### config.mk
export PLATFORM = sky130hd
export DESIGN_NAME = split_add_pipe
export DESIGN_NICKNAME = d
export VERILOG_FILES = /design/src/rtl/split_add_pkg.sv /design/src/rtl/split_add_lo.sv /design/src/rtl/split_add_hi.sv /design/src/rtl/split_add_flags.sv /design/src/rtl/split_add_pipe.sv
export SDC_FILE = /design/constraint.sdc
export NUM_CORES = 1
export LEC_CHECK = 0
export BUFFER_PORTS_ARGS = -buffer_cell sky130_fd_sc_hd__buf_2
export CAP_MARGIN = 20
export CORE_MARGIN = 2
export CORE_UTILIZATION = 47
export CTS_BUF_LIST = sky130_fd_sc_hd__clkbuf_16
export CTS_CLUSTER_SIZE = 28
export DETAILED_ROUTE_END_ITERATION = 7
export GPL_TIMING_DRIVEN = 1
export PLACE_DENSITY = 0.76
export SLEW_MARGIN = 20
export SYNTH_ARGS = -nofsm -noshare
export SYNTH_HDL_FRONTEND = slang
export SYNTH_SLANG_ARGS = --single-unit
### constraint.sdc
create_clock -name clk -period 2.7 [get_ports clk]
set_input_delay 0.135 -clock clk [delete_from_list [all_inputs] [get_ports clk]]
set_output_delay 0.135 -clock clk [all_outputs]
set_load 0.01 [all_outputs]
### src/rtl/split_add_pkg.sv
package split_add_pkg;
    // Where an operand of an issued add comes from
    typedef enum logic {
        SRC_PORT = 1'b0,
        SRC_FWD  = 1'b1
    } opnd_src_e;
endpackage

### src/rtl/split_add_lo.sv
module split_add_lo
    import split_add_pkg::*;
#(
    parameter int W     = 32,
    parameter int TAG_W = 4
) (
    input  logic             clk,
    input  logic             rst_n,
    input  logic             in_valid,
    input  logic [TAG_W-1:0] in_tag,
    input  logic [W-1:0]     in_a,
    input  logic [W-1:0]     in_b,
    input  opnd_src_e        in_sel_a,
    input  opnd_src_e        in_sel_b,
    output logic             q_valid,
    output logic [TAG_W-1:0] q_tag,
    output logic [W/2-1:0]   q_lo,
    output logic             q_carry,
    output logic [W/2-1:0]   q_hi_a,
    output logic [W/2-1:0]   q_hi_b,
    output opnd_src_e        q_sel_a,
    output opnd_src_e        q_sel_b
);
    localparam int HALF = W / 2;

    logic [HALF-1:0] lo_a;
    logic [HALF-1:0] lo_b;
    logic [HALF:0]   lo_full;

    always_comb begin
        lo_a    = (in_sel_a == SRC_FWD) ? q_lo : in_a[HALF-1:0];
        lo_b    = (in_sel_b == SRC_FWD) ? q_lo : in_b[HALF-1:0];
        lo_full = {1'b0, lo_a} + {1'b0, lo_b};
    end

    always_ff @(posedge clk or negedge rst_n) begin
        if (!rst_n) begin
            q_valid <= 1'b0;
            q_tag   <= '0;
            q_lo    <= '0;
            q_carry <= 1'b0;
            q_hi_a  <= '0;
            q_hi_b  <= '0;
            q_sel_a <= SRC_PORT;
            q_sel_b <= SRC_PORT;
        end else begin
            q_valid <= in_valid;
            q_tag   <= in_tag;
            q_lo    <= lo_full[HALF-1:0];
            q_carry <= lo_full[HALF];
            q_hi_a  <= in_a[W-1:HALF];
            q_hi_b  <= in_b[W-1:HALF];
            q_sel_a <= in_sel_a;
            q_sel_b <= in_sel_b;
        end
    end
endmodule

### src/rtl/split_add_hi.sv
module split_add_hi
    import split_add_pkg::*;
#(
    parameter int W     = 32,
    parameter int TAG_W = 4
) (
    input  logic             clk,
    input  logic             rst_n,
    input  logic             in_valid,
    input  logic [TAG_W-1:0] in_tag,
    input  logic [W/2-1:0]   in_lo,
    input  logic             in_carry,
    input  logic [W/2-1:0]   in_hi_a,
    input  logic [W/2-1:0]   in_hi_b,
    input  opnd_src_e        in_sel_a,
    input  opnd_src_e        in_sel_b,
    output logic             q_valid,
    output logic [TAG_W-1:0] q_tag,
    output logic [W-1:0]     q_sum,
    output logic             q_cout,
    output logic             q_a_msb,
    output logic             q_b_msb
);
    localparam int HALF = W / 2;

    logic [HALF-1:0] hi_a;
    logic [HALF-1:0] hi_b;
    logic [HALF:0]   hi_full;

    always_comb begin
        hi_a    = (in_sel_a == SRC_FWD) ? q_sum[W-1:HALF] : in_hi_a;
        hi_b    = (in_sel_b == SRC_FWD) ? q_sum[W-1:HALF] : in_hi_b;
        hi_full = {1'b0, hi_a} + {1'b0, hi_b} + {{HALF{1'b0}}, in_carry};
    end

    always_ff @(posedge clk or negedge rst_n) begin
        if (!rst_n) begin
            q_valid <= 1'b0;
            q_tag   <= '0;
            q_sum   <= '0;
            q_cout  <= 1'b0;
            q_a_msb <= 1'b0;
            q_b_msb <= 1'b0;
        end else begin
            q_valid <= in_valid;
            q_tag   <= in_tag;
            q_sum   <= {hi_full[HALF-1:0], in_lo};
            q_cout  <= hi_full[HALF];
            q_a_msb <= hi_a[HALF-1];
            q_b_msb <= hi_b[HALF-1];
        end
    end
endmodule

### src/rtl/split_add_flags.sv
module split_add_flags #(
    parameter int W     = 32,
    parameter int TAG_W = 4
) (
    input  logic             clk,
    input  logic             rst_n,
    input  logic             in_valid,
    input  logic [TAG_W-1:0] in_tag,
    input  logic [W-1:0]     in_sum,
    input  logic             in_cout,
    input  logic             in_a_msb,
    input  logic             in_b_msb,
    output logic             q_valid,
    output logic [TAG_W-1:0] q_tag,
    output logic [W-1:0]     q_sum,
    output logic             q_zero,
    output logic             q_sign,
    output logic             q_carry,
    output logic             q_ovf
);
    logic zero_c;
    logic ovf_c;

    always_comb begin
        zero_c = (in_sum == '0);
        ovf_c  = (in_a_msb == in_b_msb) && (in_sum[W-1] != in_a_msb);
    end

    always_ff @(posedge clk or negedge rst_n) begin
        if (!rst_n) begin
            q_valid <= 1'b0;
            q_tag   <= '0;
            q_sum   <= '0;
            q_zero  <= 1'b0;
            q_sign  <= 1'b0;
            q_carry <= 1'b0;
            q_ovf   <= 1'b0;
        end else begin
            q_valid <= in_valid;
            q_tag   <= in_tag;
            q_sum   <= in_sum;
            q_zero  <= zero_c;
            q_sign  <= in_sum[W-1];
            q_carry <= in_cout;
            q_ovf   <= ovf_c;
        end
    end
endmodule

### src/rtl/split_add_pipe.sv
module split_add_pipe
    import split_add_pkg::*;
#(
    parameter int W     = 32,
    parameter int TAG_W = 4
) (
    input  logic             clk,
    input  logic             rst_n,
    input  logic             iss_valid,
    input  logic [TAG_W-1:0] iss_tag,
    input  logic [W-1:0]     iss_a,
    input  logic [W-1:0]     iss_b,
    input  logic             iss_a_use,
    input  logic [TAG_W-1:0] iss_a_src,
    input  logic             iss_b_use,
    input  logic [TAG_W-1:0] iss_b_src,
    output logic             fwd_lo_valid,
    output logic [TAG_W-1:0] fwd_lo_tag,
    output logic [W/2-1:0]   fwd_lo_data,
    output logic             fwd_hi_valid,
    output logic [TAG_W-1:0] fwd_hi_tag,
    output logic [W/2-1:0]   fwd_hi_data,
    output logic             res_valid,
    output logic [TAG_W-1:0] res_tag,
    output logic [W-1:0]     res_sum,
    output logic             res_zero,
    output logic             res_sign,
    output logic             res_carry,
    output logic             res_ovf
);
    localparam int HALF = W / 2;

    opnd_src_e       sel_a;
    opnd_src_e       sel_b;

    logic             s1_valid;
    logic [TAG_W-1:0] s1_tag;
    logic [HALF-1:0]  s1_lo;
    logic             s1_carry;
    logic [HALF-1:0]  s1_hi_a;
    logic [HALF-1:0]  s1_hi_b;
    opnd_src_e        s1_sel_a;
    opnd_src_e        s1_sel_b;

    logic             s2_valid;
    logic [TAG_W-1:0] s2_tag;
    logic [W-1:0]     s2_sum;
    logic             s2_cout;
    logic             s2_a_msb;
    logic             s2_b_msb;

    // Operand source decision at issue: only the add one cycle ahead can feed
    always_comb begin
        sel_a = (iss_a_use && s1_valid && (iss_a_src == s1_tag)) ? SRC_FWD : SRC_PORT;
        sel_b = (iss_b_use && s1_valid && (iss_b_src == s1_tag)) ? SRC_FWD : SRC_PORT;
    end

    split_add_lo #(.W(W), .TAG_W(TAG_W)) u_lo (
        .clk      (clk),
        .rst_n    (rst_n),
        .in_valid (iss_valid),
        .in_tag   (iss_tag),
        .in_a     (iss_a),
        .in_b     (iss_b),
        .in_sel_a (sel_a),
        .in_sel_b (sel_b),
        .q_valid  (s1_valid),
        .q_tag    (s1_tag),
        .q_lo     (s1_lo),
        .q_carry  (s1_carry),
        .q_hi_a   (s1_hi_a),
        .q_hi_b   (s1_hi_b),
        .q_sel_a  (s1_sel_a),
        .q_sel_b  (s1_sel_b)
    );

    split_add_hi #(.W(W), .TAG_W(TAG_W)) u_hi (
        .clk      (clk),
        .rst_n    (rst_n),
        .in_valid (s1_valid),
        .in_tag   (s1_tag),
        .in_lo    (s1_lo),
        .in_carry (s1_carry),
        .in_hi_a  (s1_hi_a),
        .in_hi_b  (s1_hi_b),
        .in_sel_a (s1_sel_a),
        .in_sel_b (s1_sel_b),
        .q_valid  (s2_valid),
        .q_tag    (s2_tag),
        .q_sum    (s2_sum),
        .q_cout   (s2_cout),
        .q_a_msb  (s2_a_msb),
        .q_b_msb  (s2_b_msb)
    );

    split_add_flags #(.W(W), .TAG_W(TAG_W)) u_flags (
        .clk      (clk),
        .rst_n    (rst_n),
        .in_valid (s2_valid),
        .in_tag   (s2_tag),
        .in_sum   (s2_sum),
        .in_cout  (s2_cout),
        .in_a_msb (s2_a_msb),
        .in_b_msb (s2_b_msb),
        .q_valid  (res_valid),
        .q_tag    (res_tag),
        .q_sum    (res_sum),
        .q_zero   (res_zero),
        .q_sign   (res_sign),
        .q_carry  (res_carry),
        .q_ovf    (res_ovf)
    );

    always_comb begin
        fwd_lo_valid = s1_valid;
        fwd_lo_tag   = s1_tag;
        fwd_lo_data  = s1_lo;
        fwd_hi_valid = s2_valid;
        fwd_hi_tag   = s2_tag;
        fwd_hi_data  = s2_sum[W-1:HALF];
    end
endmodule

==> metrics.txt, run 1 <==
largest net degree at the start of global routing just under 70; pre-CTS setup slack -293.2 ps; Psw around 1700 uW; H-tree levels 4; Initial DRT Pass Iterations 4; # clock sinks roughly 140; failing checks negative setup slack; Req. time, crit path 2990 ps; syn_area_per_cell 12.38 um2; Combinational Power Share 0.205; Sw Share 0.2766; gr ovfl total 0; antenna violations before repair 0; vias 4445; TritonCTS buffer count 17; #FFs+latches synth 136; clock share of power 0.375; first-pass GRT wire length between 20000 and 25000 um; Mapped Nets roughly 600; CTS root buf clkbuf_16; Avg WL per Cell 15.43 um; area grow syn2layout 40.01%; top_reg_cell synth dfrtp_1; setup tns final -1082 ps; final setup vio count 9; commonest non-fill, non-tap cells in the layout buf_2, dfrtp_1, nand2_1; routability-driven placement congestion ratio 0.9232; drt total wl 14040 um; Worst path slowest cell fa_2; Initial Utilization 0.4757; Via density around 4.9; CTS tree done; slew margin rel. 0.5864; Die ar. 0.01359 mm2; achievable clock frequency 347.8 MHz; Slew Viols, Final 0; sequential area share after synthesis 0.5715; Post-synth EDFFs 0; critical path cell sequence inv_1 > a222oi_1 > nand2_2 > buf_4 > mux2_2 > fa_2 > a21oi_2 > o21ai_2 > a21oi_4 > o221ai_2 > a221o_2; Fin Clk Skew 7.706 ps; CP max stage delay 410 ps; total track usage 0.2150; CP Class flop to flop; Clock Tree Buf Depth 2; Design Power 6285 uW; Rows 41; fin util 0.6660; IO Port Bufs around 160; Antenna Nets Post-Route 0; CP startpoint kind flop; internal power around 4500 uW; CP endpoint kind flop; Post-Synthesis Cells approximately 480; chip height 116.6 um; post-route minimum period 2875 ps; leakage 0.003998 uW; crit path max fanout 3; outcome complete, but fails checks; Final Cycle Share 1.065; Final WS setup -175.1 ps; Worst-Margin Slew approximately 600 ps; drt drc 0; # diodes 0; PwrDens 753.9 mW/mm2; Hold Slack about 91 ps; Max Cap Violations 0; HPWL Detailed 9872 um; Ys Warns 0; Cell variety after synth 50; VDD IR max 0.0005621 V; DR iter-0 viols 166; Core ar. 0.01252 mm2; commonest non-fill, non-tap cell in the layout buf_2; IO Pins 164; Worst-path clk slew 50 ps; RSZ-0062 raised after global routing true; ys async rst share 1.000; Chip Width 116.6 um; Clock Latency Late Sink ~410 ps; final hold vios 0; Hold/Removal Path Class input pin to flop; vias in the first global route 4534; cell area after synthesis 0.005954 mm2; Flop pwr share 0.420; layout cells sized above 1 0.4390; WP data arrival 3160 ps; fin nets 840
[power by group through the flow]
stage	Combinational, uW	Clock, uW	Sequential, uW
after global placement	1160	0	2660
after global routing	1410	2520	2690
after floorplan	626	0	2710
after CTS	1260	2410	2650
after detailed placement	1180	0	2670
final	1290	2360	2640
[per-layer routing]
| layer | wire (um) | share of wire | GRT usage |
|---|---|---|---|
| met5 | 0 | 0 | 0 |
| met4 | 83 | 0.0059 | 0.04706 |
| met3 | 763 | 0.054 | 0.06746 |
| met2 | 7223 | 0.51 | 0.3760 |
| met1 | 5968 | 0.43 | 0.2631 |
[critical path, delay by kind of cell (launching register included)]
family / cells / cell delay, ps
buf+inv: 2 / 220
simple gates: 1 / 140
fa+ha+maj: 1 / 410
mux: 1 / 290
flops: 1 / 350
compound gates: 6 / 1340
[synth_stat cells (2+ instances only)]
cell | count | area (um2)
o21ai_0 | 16 | 80.08
buf_1 | 2 | 7.510
o211ai_1 | 3 | 22.52
buf_6 | 2 | 22.52
buf_4 | 18 | 135.1
nand3_1 | 6 | 30.03
o21bai_1 | 4 | 30.03
dfrtp_1 | 136 | 3403
a211oi_1 | 4 | 30.03
mux2_2 | 46 | 518.0
o21a_1 | 2 | 15.01
clkbuf_1 | 3 | 11.26
or3_1 | 2 | 12.51
nor3_1 | 5 | 25.02
xor2_1 | 10 | 87.58
a21oi_1 | 20 | 100.1
nor2_1 | 15 | 56.30
o21ai_1 | 2 | 10.01
nand2_1 | 62 | 232.7
mux2i_1 | 3 | 30.03
xnor2_1 | 20 | 175.2
inv_1 | 17 | 63.81
o21ai_2 | 2 | 17.52
or2_2 | 3 | 18.77
nand4_1 | 5 | 31.28
fa_1 | 3 | 60.06
ha_1 | 31 | 387.9
a21oi_2 | 2 | 17.52
a21o_1 | 7 | 52.55
nor4_1 | 8 | 50.05
a31oi_1 | 3 | 18.77
[stage by stage]
stage | cell area [um2] | cells
floorplan | 5993 | 481
global placement | 7167 | 831
detailed placement | 7167 | 831
CTS | 8270 | 908
global route | 8337 | 910
finish | 8337 | 910
[worst paths after layout]
kind	from	end	slack, ps	depth (start not counted)
max	u_lo.q_tag[1]	u_lo.q_carry	-180	11
min	iss_a[0]	u_lo.q_lo[0]	90	4
max reg2reg	u_lo.q_tag[1]	u_lo.q_carry	-180	11
min reg2reg	u_hi.q_cout	u_flags.q_carry	350	0
max in group asynchronous	rst_n	u_flags.q_ovf	1650	3
min in group asynchronous	rst_n	u_flags.q_sum[30]	280	2
[cells by family (layout without fill, tap and decap cells)]
| logic type | Yosys count | after routing | share of synthesized area |
|---|---|---|---|
| fa+ha+maj | 34 | 34 | 0.07523 |
| mux | 49 | 49 | 0.09204 |
| simple gates | 111 | 111 | 0.08342 |
| flops | 136 | 136 | 0.5715 |
| xor+xnor | 30 | 30 | 0.04413 |
| compound gates | 77 | 77 | 0.09183 |
| buf+inv | 44 | 301 | 0.04181 |
[registers in the layout, indices dropped and copies added, names as in the netlist, 4 cells and up]
register and cells:
u_hi.q_sum 32, u_flags.q_sum 31, u_lo.q_hi_a 16, u_lo.q_hi_b 16, u_lo.q_lo 16, u_flags.q_tag 4, u_hi.q_tag 4, u_lo.q_tag 4
[final cells by class]
cell class | instances | area [um2]
Sequential cell | 136 | 3403
Inverter | 18 | 68.82
Clock buffer | 17 | 425.4
Fill cell | 933 | 4180
Clock inverter | 15 | 185.2
Multi-Input combinational cell | 301 | 2441
Timing Repair Buffer | 251 | 1598
Tap cell | 172 | 215.2
[repair_timing]
item,4_1_cts,5_1_grt
setup buffers,7,2
resized for setup,10,12
hold endpoints to repair,102,0
endpoints found under the setup margin,10,16
pin swaps,7,9
hold buffers,38,0
(Power assumes the default switching activity.)
==> run 2, diff against run 1 <==
Settings changed: CORE_UTILIZATION 47 to 30, PLACE_DENSITY 0.76 to unset.
==> run 2 against run 1 <==
  * Combinational power up 7%
  * The run still ends with negative setup slack left
  * First-iteration DRC count down 11%
  * Clock skew up 2.6 ps
  * Sequential share of layout area down 2.0 points
  * Power up 1.8%
==> metrics.txt, run 2 (synthesis results as in run 1) <==
CTS tree done; H-tree levels 4; Worst path slowest cell dfrtp_1; DR iter-0 viols roughly 150; CP Class flop to flop; Bufs and invs on worst path 1; Hold/Removal Path Class input pin to flop; routability-driven placement congestion ratio 0.8475; CP startpoint u_lo.q_tag[1]; max reg flops 32; PwrDens 728.6 mW/mm2; gr ovfl total 0; CP endpoint kind flop; Final WS setup -186.9 ps; CP startpoint kind flop; Worst-path clk slew 60 ps; fin util 0.4510; Max Cap Violations 0; drt drc 0; achievable clock frequency between 300 and 400 MHz; CP max stage delay 370 ps; Initial Utilization 0.3059; non-filler cells, final 1026; HPWL Detailed 11330 um; Die ar. 0.02099 mm2; # clock sinks approximately 140; final hold vios 0; IO Port Bufs 163; end of the critical path u_lo.q_carry; outcome complete, but fails checks; Slew Viols, Final 0; Clock Tree Buf Depth 2; first-pass GRT wire length 23650 um; TritonCTS buffer count 17; Fin Clk Skew between 10 and 15 ps; Initial DRT Pass Iterations 4; R2R Setup Slk -190 ps; commonest non-fill, non-tap cells in the layout buf_2, dfrtp_1, buf_4; WP data arrival 3190 ps; Antenna Nets Post-Route 0; Rows a little over 50; vias in the first global route about 4700; chip height 144.9 um; final setup vio count 8; Hold Slack 80.81 ps; Worst-Margin Slew 657.9 ps; area grow syn2layout 47.43%; Avg WL per Cell 14.88 um; post-route minimum period 2887 ps; total track usage 0.1500; Core ar. 0.01946 mm2; Clock Latency Late Sink 420 ps; leakage 0.004139 uW; layout cells sized above 1 0.4842; Top Family by Delay on Critical Path compound AO/OA/AOI/OAI gates; Chip Width 144.9 um; IO Pins between 150 and 200; origin of the critical flop-to-flop path u_lo.q_tag[1]; Via density 4.362; RSZ-0062 raised after global routing true; commonest non-fill, non-tap cell in the layout buf_2; largest registers u_hi.q_sum (32), u_flags.q_sum (31); critical path cell sequence inv_2 > a222oi_1 > nand2_2 > mux2_4 > ha_4 > fa_2 > a21oi_2 > o21ai_2 > a21oi_4 > o221ai_4 > a221o_2; crit path max fanout 4; antenna violations before repair 1; worst-case reg-to-reg path depth 11; fin nets 863; largest net degree at the start of global routing 73; Crit Reg-Reg Endpoint u_lo.q_carry; placed cells 942; Final Cycle Share 1.069; Req. time, crit path 3000 ps; failing checks negative setup slack; vias 4475; drt total wl 15270 um; register with the most flip-flops u_hi.q_sum; Levels on crit path 11; slew margin rel. 0.5574; VDD IR max 0.0003722 V; CTS root buf clkbuf_16
==> run 2: cell count changes in the layout (fill, tap and decap cells not counted), moves of 7 or more <==
| cell | before | now |
|---|---|---|
| nand2_1 | 61 | 50 |
| buf_4 | 47 | 63 |
| nand2_2 | 2 | 12 |
| buf_6 | 3 | 10 |
==> run 2: cell type report <==
class	count	area (um2)
inverter	18	72.57
tap	265	331.6
fill	1787	10680
clock buffer	17	425.4
timing repair buffer	274	1797
clock inverter	14	182.7
multi-input combinational	301	2561
sequential	136	3406
antenna	1	2.502
==> run 2: what timing repair did <==
item	CTS	global route
pin swaps	20	12
hold buffers	38	0
gates resized for setup	40	21
hold endpoints to repair	105	0
buffers inserted	9	5
endpoints found under the setup margin	11	17
gates cloned	0	0
==> run 2: report_power, final <==
part           internal (uW)  switching, uW  total, uW
combinational            681            699       1380
clock                   1530            847       2380
sequential              2390            247       2640
total                   4600           1790       6400
==> run 2: how the worst min path moves through the flow <==
stage / from / endpoint / cells past startpoint
floorplan: rst_n / u_flags.q_carry / 0
global placement: rst_n / u_flags.q_sum[27] / 1
detailed placement: rst_n / u_flags.q_sum[27] / 1
CTS: iss_a[0] / u_lo.q_lo[0] / 4
global route: iss_b[0] / u_lo.q_lo[0] / 3
finish: iss_a[0] / u_lo.q_lo[0] / 4
==> run 2: stage by stage <==
step	setup WS [ps]	area (um2)	setup TNS [ps]	power, uW
floorplan	-198.2	5993	-509.8	3335
global placement	-196.4	7418	-1177	3912
detailed placement	-279.7	7418	-1928	3921
CTS	-199.5	8665	-854.5	6446
global route	-304.4	8778	-2242	6727
finish	-186.9	8778	-923.1	6396
==> run 2: per-layer routing <==
metal / global-route usage / vias up / routed length, um
met3: 0.03389 / 32 / 660
met5: 0 / - / 0
met2: 0.2753 / 118 / 7922
met1: 0.1632 / 2136 / 6264
met4: 0.07103 / 0 / 425
li1: - / 2189 / -
==> run 2: worst min-delay path: stages <==
cell     delay [ps]
buf_2            90
nand2_2          40
nand2_2          80
ha_4            130
==> run 3, diff against run 2 <==
Settings changed: CORE_ASPECT_RATIO set to 1.25.
==> run 3 against run 2 <==
  * The run still ends with negative setup slack left
  * Non-clock buffer count shrank 11
  * Clock skew is essentially flat
  * Routed wire length shrank 1.8%
  * Critical path depth is the same
  * Core utilization shrank 0.81 points
  * Critical path type unchanged
  * Critical endpoint unchanged
  * Highest routed layer unchanged
==> metrics.txt, run 3 (synthesis results as in run 1) <==
outcome complete, but fails checks; failing checks negative setup slack; IO Port Bufs between 150 and 200; Worst path slowest cell dfrtp_1; layout cells sized above 1 0.4653; CP max stage delay 410 ps; final setup vio count 9; Req. time, crit path roughly 3000 ps; H-tree levels 4; Chip Width about 130 um; Avg WL per Cell ~15 um; register with the most flip-flops u_hi.q_sum; R2R Setup Slk -230 ps; Die ar. approximately 0.021 mm2; Sw Share 0.2958; largest registers u_hi.q_sum (32), u_flags.q_sum (31); Final Cycle Share 1.085; Initial DRT Pass Iterations 6; VDD IR max 0.0004125 V; max reg flops 32; Hold Startpoint iss_a[0]; Antenna Nets Post-Route 0; PwrDens 729.4 mW/mm2; Worst-path clk slew 60 ps; CP Class flop to flop; clock share of power 0.368; drt drc 0; critical path cell sequence inv_2 > a222oi_1 > nand2_2 > buf_6 > mux2_2 > fa_2 > a21oi_2 > o21ai_2 > a21oi_4 > o221ai_4 > a221o_2; Hold/Removal Path Class input pin to flop; DR iter-0 viols 157; chip height 161.5 um; Fin Clk Skew roughly 10 ps; slew margin rel. 0.4882; worst-case reg-to-reg path depth 11; Initial Utilization 0.3058; Clock Tree Buf Depth 2; vias in the first global route 4666; # clock sinks 136; CP endpoint kind flop; TritonCTS buffer count 17; RSZ-0062 raised after global routing true; Worst-Margin Slew 767.8 ps; fin nets 852; Hold EP u_lo.q_lo[0]; internal power 4429 uW; Max Cap Violations 0; Core ar. just under 0.02 mm2; hold path depth 4; commonest non-fill, non-tap cells in the layout buf_2, dfrtp_1, nand2_1; area grow syn2layout 44.82%; IO Pins 164; CTS tree done; leakage 0.004053 uW; Crit Reg-Reg Endpoint u_lo.q_carry; CP startpoint kind flop; gr ovfl total 0; vias around 4400; Combinational Power Share 0.212; Flop pwr share 0.420; Slew Viols, Final 0; Rows 57; first-pass GRT wire length 23500 um; crit path max fanout 4; post-route minimum period between 2000 and 3000 ps; fin util 0.4429; commonest non-fill, non-tap cell in the layout buf_2; Clock Latency Late Sink 430 ps; final hold vios 0; achievable clock frequency 341.5 MHz; total track usage 0.1482; routability-driven placement congestion ratio roughly 0.78; HPWL Detailed 11150 um; Top Family by Delay on Critical Path compound AO/OA/AOI/OAI gates; Psw around 1900 uW; WP data arrival 3230 ps; Final WS setup -228.2 ps; Hold Slack 87.89 ps; drt total wl 15000 um; Bufs and invs on worst path 2; CTS root buf clkbuf_16; antenna violations before repair 1; largest net degree at the start of global routing 83; origin of the critical flop-to-flop path u_lo.q_tag[1]; Via density between 4 and 5
## run 3: cell count changes in the layout (fill, tap and decap cells not counted), moves of 3 or more
cell | previous run | this run
nand2_2 | 12 | 4
nand2_1 | 50 | 59
inv_6 | 1 | 4
buf_6 | 10 | 5
buf_4 | 63 | 56
## run 3: metrics by stage
stage | setup WS, ps | power [uW] | area (um2) | instances | setup TNS [ps]
final | -228.2 | 6290 | 8623 | 1017 | -1369
after global routing | -370.6 | 6616 | 8621 | 1016 | -2807
after CTS | -260.2 | 6339 | 8436 | 1009 | -1716
after detailed placement | -279.9 | 3911 | 7393 | 937 | -2112
after global placement | -203.2 | 3898 | 7393 | 937 | -1494
after floorplan | -198.2 | 3335 | 5993 | 481 | -509.8
## run 3: area by class of cell
class                           count  area, um2
Antenna cell                        2      5.005
Clock buffer                       17      425.4
Clock inverter                     15      163.9
Fill cell                        1837      10850
Inverter                           18      67.56
Multi-Input combinational cell    301       2519
Sequential cell                   136       3403
Tap cell                          265      331.6
Timing Repair Buffer              263       1708
## run 3: power groups by stage
stage	registers, uW	clock network (uW)	logic (uW)
3_3_place_gp	2680	0	1210
5_1_grt	2700	2460	1460
6_report	2640	2320	1330
2_1_floorplan	2710	0	626
4_1_cts	2650	2390	1300
3_5_place_dp	2690	0	1220
## run 3: worst max path at each step
stage | end | cells past startpoint | start | slack, ps
6_report | u_lo.q_carry | 11 | u_lo.q_tag[1] | -230
4_1_cts | u_lo.q_carry | 11 | u_lo.q_tag[1] | -260
2_1_floorplan | u_lo.q_carry | 12 | u_lo.q_tag[1] | -200
3_5_place_dp | u_lo.q_lo[15] | 12 | u_lo.q_tag[1] | -280
3_3_place_gp | u_lo.q_lo[15] | 12 | u_lo.q_tag[1] | -200
5_1_grt | u_lo.q_carry | 11 | u_lo.q_tag[1] | -370
## run 3: worst min-delay path, delay by kind of cell
kind / cells / cell delay (ps)
buf+inv: 1 / 80
simple gates: 2 / 140
fa+ha+maj: 1 / 130
## run 3: what timing repair did
item                                   4_1_cts  5_1_grt
buffers inserted                             2        6
setup endpoints to repair                   12       18
gates resized for setup                     11       28
hold buffers                                38        0
pin swaps                                    6       13
endpoints found under the hold margin      116        0
## run 3: routing by layer
layer / up-vias / wire, um / global-route usage
met5: - / 0 / 0
met4: 0 / 259 / 0.06109
met3: 21 / 575 / 0.03577
met2: 98 / 8140 / 0.2684
met1: 2142 / 6024 / 0.1636
li1: 2174 / - / -
